**config.mk**
```make
export PLATFORM = sky130hd
export DESIGN_NAME = upsz_top
export DESIGN_NICKNAME = d
export VERILOG_FILES = /design/src/rtl/upsz_pkg.sv /design/src/rtl/upsz_ctrl.sv /design/src/rtl/upsz_place.sv /design/src/rtl/upsz_top.sv
export SDC_FILE = /design/constraint.sdc
export NUM_CORES = 1
export LEC_CHECK = 0
export BUFFER_PORTS_ARGS = -buffer_cell sky130_fd_sc_hd__buf_2
export CAP_MARGIN = 20
export CORE_MARGIN = 5
export CORE_UTILIZATION = 46
export CTS_BUF_LIST = sky130_fd_sc_hd__clkbuf_4 sky130_fd_sc_hd__clkbuf_8
export DETAILED_ROUTE_END_ITERATION = 16
export PLACE_DENSITY = 0.76
export SLEW_MARGIN = 0
export SYNTH_ARGS = -nofsm -noshare
export SYNTH_HDL_FRONTEND = slang
export SYNTH_SLANG_ARGS = --single-unit
```
**constraint.sdc**
```tcl
create_clock -name clk_i -period 1.9 [get_ports clk_i]
set_input_delay 0.19 -clock clk_i [delete_from_list [all_inputs] [get_ports clk_i]]
set_output_delay 0.19 -clock clk_i [all_outputs]
set_load 0.02 [all_outputs]
```
**src/rtl/upsz_pkg.sv**
```systemverilog
package upsz_pkg;
  typedef enum logic {MODE_WORD = 1'b0, MODE_BYTE = 1'b1} upsz_mode_e;
endpackage

```
**src/rtl/upsz_ctrl.sv**
```systemverilog
module upsz_ctrl #(
  parameter int NP_MAX = 4,
  parameter int NP_MIN = 2,
  localparam int CW = $clog2(NP_MAX)
) (
  input  logic          clk_i,
  input  logic          rst_ni,
  input  logic          byte_mode_i,
  input  logic          in_valid_i,
  input  logic          fifo_full_i,
  output logic          in_ready_o,
  output logic          accept_o,
  output logic          drain_o,
  output logic [CW-1:0] slot_o
);
  import upsz_pkg::*;

  logic [CW-1:0] cnt_q;
  logic          done_q;
  logic          last;

  assign drain_o    = done_q & ~fifo_full_i;
  assign in_ready_o = ~done_q | ~fifo_full_i;
  assign accept_o   = in_valid_i & in_ready_o;
  assign slot_o     = cnt_q;
  assign last = (upsz_mode_e'(byte_mode_i) == MODE_BYTE) ? (cnt_q == CW'(NP_MAX-1))
                                                          : (cnt_q == CW'(NP_MIN-1));

  always_ff @(posedge clk_i or negedge rst_ni) begin
    if (!rst_ni) begin
      cnt_q  <= '0;
      done_q <= 1'b0;
    end else begin
      if (accept_o) cnt_q <= last ? '0 : cnt_q + 1'b1;
      // a drain and a completing accept cannot both clear: completion wins
      if (accept_o && last) done_q <= 1'b1;
      else if (drain_o)     done_q <= 1'b0;
    end
  end
endmodule

```
**src/rtl/upsz_place.sv**
```systemverilog
module upsz_place #(
  parameter int LANE_W    = 9,
  parameter int IN_LANES  = 2,
  parameter int OUT_LANES = 4,
  localparam int NP_MIN = OUT_LANES / IN_LANES,
  localparam int CW     = $clog2(OUT_LANES),
  localparam int IN_W   = LANE_W * IN_LANES,
  localparam int OUT_W  = LANE_W * OUT_LANES
) (
  input  logic             clk_i,
  input  logic             rst_ni,
  input  logic             byte_mode_i,
  input  logic             big_endian_i,
  input  logic             accept_i,
  input  logic [CW-1:0]    slot_i,
  input  logic [IN_W-1:0]  in_data_i,
  output logic [OUT_W-1:0] hold_o
);
  import upsz_pkg::*;

  logic          is_byte;
  logic [CW-1:0] pos;

  assign is_byte = upsz_mode_e'(byte_mode_i) == MODE_BYTE;

  always_comb begin
    if (is_byte) pos = big_endian_i ? CW'(OUT_LANES-1) - slot_i : slot_i;
    else         pos = big_endian_i ? CW'(NP_MIN-1) - slot_i : slot_i;
  end

  for (genvar j = 0; j < OUT_LANES; j++) begin : g_lane
    localparam int GRP = j / IN_LANES;
    localparam int SUB = j % IN_LANES;
    logic              lane_we;
    logic [LANE_W-1:0] lane_d;

    assign lane_we = accept_i & (is_byte ? (pos == CW'(j)) : (pos == CW'(GRP)));
    assign lane_d  = is_byte ? in_data_i[LANE_W-1:0] : in_data_i[SUB*LANE_W +: LANE_W];

    always_ff @(posedge clk_i or negedge rst_ni) begin
      if (!rst_ni)      hold_o[j*LANE_W +: LANE_W] <= '0;
      else if (lane_we) hold_o[j*LANE_W +: LANE_W] <= lane_d;
    end
  end
endmodule

```
**src/rtl/upsz_top.sv**
```systemverilog
module upsz_top #(
  parameter int LANE_W    = 9,
  parameter int IN_LANES  = 2,
  parameter int OUT_LANES = 4,
  localparam int IN_W  = LANE_W * IN_LANES,
  localparam int OUT_W = LANE_W * OUT_LANES,
  localparam int CW    = $clog2(OUT_LANES)
) (
  input  logic             clk_i,
  input  logic             rst_ni,
  input  logic             byte_mode_i,
  input  logic             big_endian_i,
  input  logic             in_valid_i,
  input  logic [IN_W-1:0]  in_data_i,
  output logic             in_ready_o,
  input  logic             fifo_full_i,
  output logic             fifo_wr_o,
  output logic [OUT_W-1:0] fifo_data_o
);
  logic          accept;
  logic          drain;
  logic [CW-1:0] slot;

  upsz_ctrl #(.NP_MAX(OUT_LANES), .NP_MIN(OUT_LANES / IN_LANES)) u_ctrl (
    .clk_i       (clk_i),
    .rst_ni      (rst_ni),
    .byte_mode_i (byte_mode_i),
    .in_valid_i  (in_valid_i),
    .fifo_full_i (fifo_full_i),
    .in_ready_o  (in_ready_o),
    .accept_o    (accept),
    .drain_o     (drain),
    .slot_o      (slot)
  );

  upsz_place #(.LANE_W(LANE_W), .IN_LANES(IN_LANES), .OUT_LANES(OUT_LANES)) u_place (
    .clk_i        (clk_i),
    .rst_ni       (rst_ni),
    .byte_mode_i  (byte_mode_i),
    .big_endian_i (big_endian_i),
    .accept_i     (accept),
    .slot_i       (slot),
    .in_data_i    (in_data_i),
    .hold_o       (fifo_data_o)
  );

  assign fifo_wr_o = drain;
endmodule

```
==> impl_metrics.tcl <==
set metrics [dict create \
    setup_tns_ns 0 \
    setup-violations-final 0 \
    synth_seq_cells 39 \
    required_ns 2.06 \
    synth.yosys.seq_area_share 0.541 \
    die_w_um 72.7 \
    fin_crit_sh 0.966 \
    firstDrtPassIters 3 \
    hpwl_mm 3.11 \
    postCtsHoldBufs 0 \
    yosys.area_share.simple 0.0582 \
    clock-sinks 39 \
    finalMaxSlewViolations 0 \
    cp_max_fo 9 \
    yosys_warnings 0 \
    cp.arrival_ns 2.00 \
    slew_headroom 0.441 \
    synth.largest_area_cell "dfrtp_1" \
    boundaryPins 62 \
    finalCriticalPeriod_ns 1.83 \
    drt_iter0_markers 49 \
    synth.area.mux_share 0.306 \
    wl_per_cell_um 16.5 \
    gp_congestion 0.884 \
    yosysUniqueCellTypes 29 \
    final_nets 217 \
    die_area_mm2 0.00528 \
    clkTransAtPathRegs_ns 0.07 \
    synth_most_common_cell "dfrtp_1" \
    yosys-top-cells-count "39 x dfrtp_1, 37 x mux2_2, 9 x mux2_4" \
    cp.buffers_inverters 1 \
    overflow 0 \
    worstSkewPairLatency_ns 0.28 \
    crit_family "flip-flops" \
    area_growth_pct 24.8 \
    skew_ns 0.00912 \
    io_buffer_count 61 \
    power.density_mw_per_mm2 1750 \
    core_mm2 0.00374 \
    path_cells "buf_4 > or3_1 > a31o_2 > mux2_4" \
    cts-root-buf "clkbuf_8" \
    syn_nets 150 \
    yosys-top-cells-area "dfrtp_1 54%, mux2_2 23%, mux2_4 7.5%, buf_6 1.9%, ha_1 1.4%" \
    synth-xor-area-share 0.00970 \
    synth_top_area_frac 0.541 \
    synth_area_per_cell_um2 14.6 \
    worst_pin_slew_ns 0.838 \
    critical_path_class "register to register" \
    drc 0 \
    vias_per_cell 4.95 \
    crit_path_top_delay_cell "dfrtp_1" \
    hold_violations 0 \
    gr-usage-all-layers 0.163 \
    p_total_uw 3930 \
    fp.dieH_um 72.7 \
    cts-buffers-inserted 5 \
    tritoncts "built" \
    ir_drop_uv 904 \
    status "finished clean" \
    grt_pass1_vias 1296 \
    hp-class "primary input to async pin" \
    rows 22 \
    wl_mm 3.95 \
    synth_flop_cell "dfrtp_1" \
    synthArstFlopShare 1.00 \
    syn_inst 124 \
    start_util 0.482 \
    cap_violations 0 \
    synth_edf_count 0 \
    synth_top_family_by_area "multiplexers" \
    num_vias 1187 \
    htreeDepth 2 \
    synth.cell_area_mm2 0.00181 \
    grt_pass1_wl_mm 6.48 \
    cpPeakStageDelay_ns 0.44 \
    p_leak_uw 0.00109 \
    grt_max_degree 40 \
    clockBufferDepth 2 \
    drive_gt1_frac 0.667 \
    rsz0062_at_grt "no" \
    grt_antenna_before_repair 0 \
    endpoint_kind "register" \
    fmax_mhz 545 \
    synth_compound_area_frac 0.0409 \
    diodes 0 \
    ant_nets 0 \
    crit_path_start_kind "register" \
    synthAdderAreaFrac 0.0139 \
]
cell usage in the layout, fill, tap and decap left out, types with 2 or more instances in the layout:
cell type	Yosys	routed
buf_2	3	61
buf_4	0	6
clkbuf_8	0	5
dfrtp_1	39	38
ha_1	2	2
mux2_2	37	37
mux2_4	9	9
nand2_1	6	6
nand2b_1	3	3
nand3_1	2	2
where the power goes:
| group | total [µW] | internal, µW | switching, µW | leakage [µW] |
|---|---|---|---|---|
| Combinational | 1880 | 867 | 1020 | 0.000586 |
| Sequential | 1510 | 1260 | 253 | 0.000462 |
| Clock | 543 | 271 | 272 | 0.0000446 |
logic make-up after synthesis:
logic type      count (synthesis)
simple gates                   19
fa+ha+maj                       2
xor+xnor                        2
mux                            46
flops                          39
buf+inv                         8
compound gates                  8
sequential cells by signal (all words and copies together), names as in the netlist:
name / flops
u_place.hold_o: 36
u_ctrl.slot_o: 2
u_ctrl.done_q: 1
worst register-to-register path: stages (launching register included):
cell and delay (ns):
dfrtp_1 0.44, buf_4 0.19, or3_1 0.38, a31o_2 0.37, mux2_4 0.33
stage by stage:
step | hold slack [ns] | instances | setup WS (ns) | cell area [µm²] | util
2_1_floorplan | -0.106 | 124 | 0.130 | 1810 | -
3_3_place_gp | 0.331 | 232 | 0.135 | 2160 | 0.578
3_5_place_dp | 0.349 | 232 | 0.0676 | 2160 | 0.578
4_1_cts | 0.0299 | 240 | 0.0576 | 2250 | 0.602
5_1_grt | 0.0829 | 240 | 0.0111 | 2250 | 0.602
6_report | 0.000659 | 240 | 0.0653 | 2250 | 0.602
final cells by class:
class,instances,area [µm²]
Fill cell,319,1490
Sequential cell,39,977
Multi-Input combinational cell,77,773
Timing Repair Buffer,67,350
Clock buffer,6,76.3
Tap cell,48,60.1
Clock inverter,2,12.5
Inverter,1,3.75
per-layer routing:
| layer | GRT usage | vias to the layer above | part of all wire |
|---|---|---|---|
| li1 | - | 577 | - |
| met1 | 0.199 | 568 | 0.43 |
| met2 | 0.273 | 35 | 0.50 |
| met3 | 0.0468 | 7 | 0.062 |
| met4 | 0.0594 | 0 | 0.013 |
| met5 | 0 | - | 0 |
final timing paths:
check / endpoint / cells after the start / slack (ns) / from
max: u_place.hold_o[23] / 4 / 0.07 / u_ctrl.slot_o[0]
min: u_ctrl.done_q / 1 / 0.0007 / rst_ni
max reg2reg: u_place.hold_o[23] / 4 / 0.07 / u_ctrl.slot_o[0]
min reg2reg: u_place.hold_o[3] / 1 / 0.50 / u_place.hold_o[3]
max in group asynchronous: u_ctrl.slot_o[1] / 1 / 1.33 / rst_ni
min in group clk_i: u_ctrl.done_q / 3 / 0.14 / in_valid_i
repair_timing:
action,4_1_cts,5_1_grt
setup buffers,0,0
endpoints found under the setup margin,0,5
gates resized for setup,0,1
Note: power is estimated with default switching activity, not from simulation.
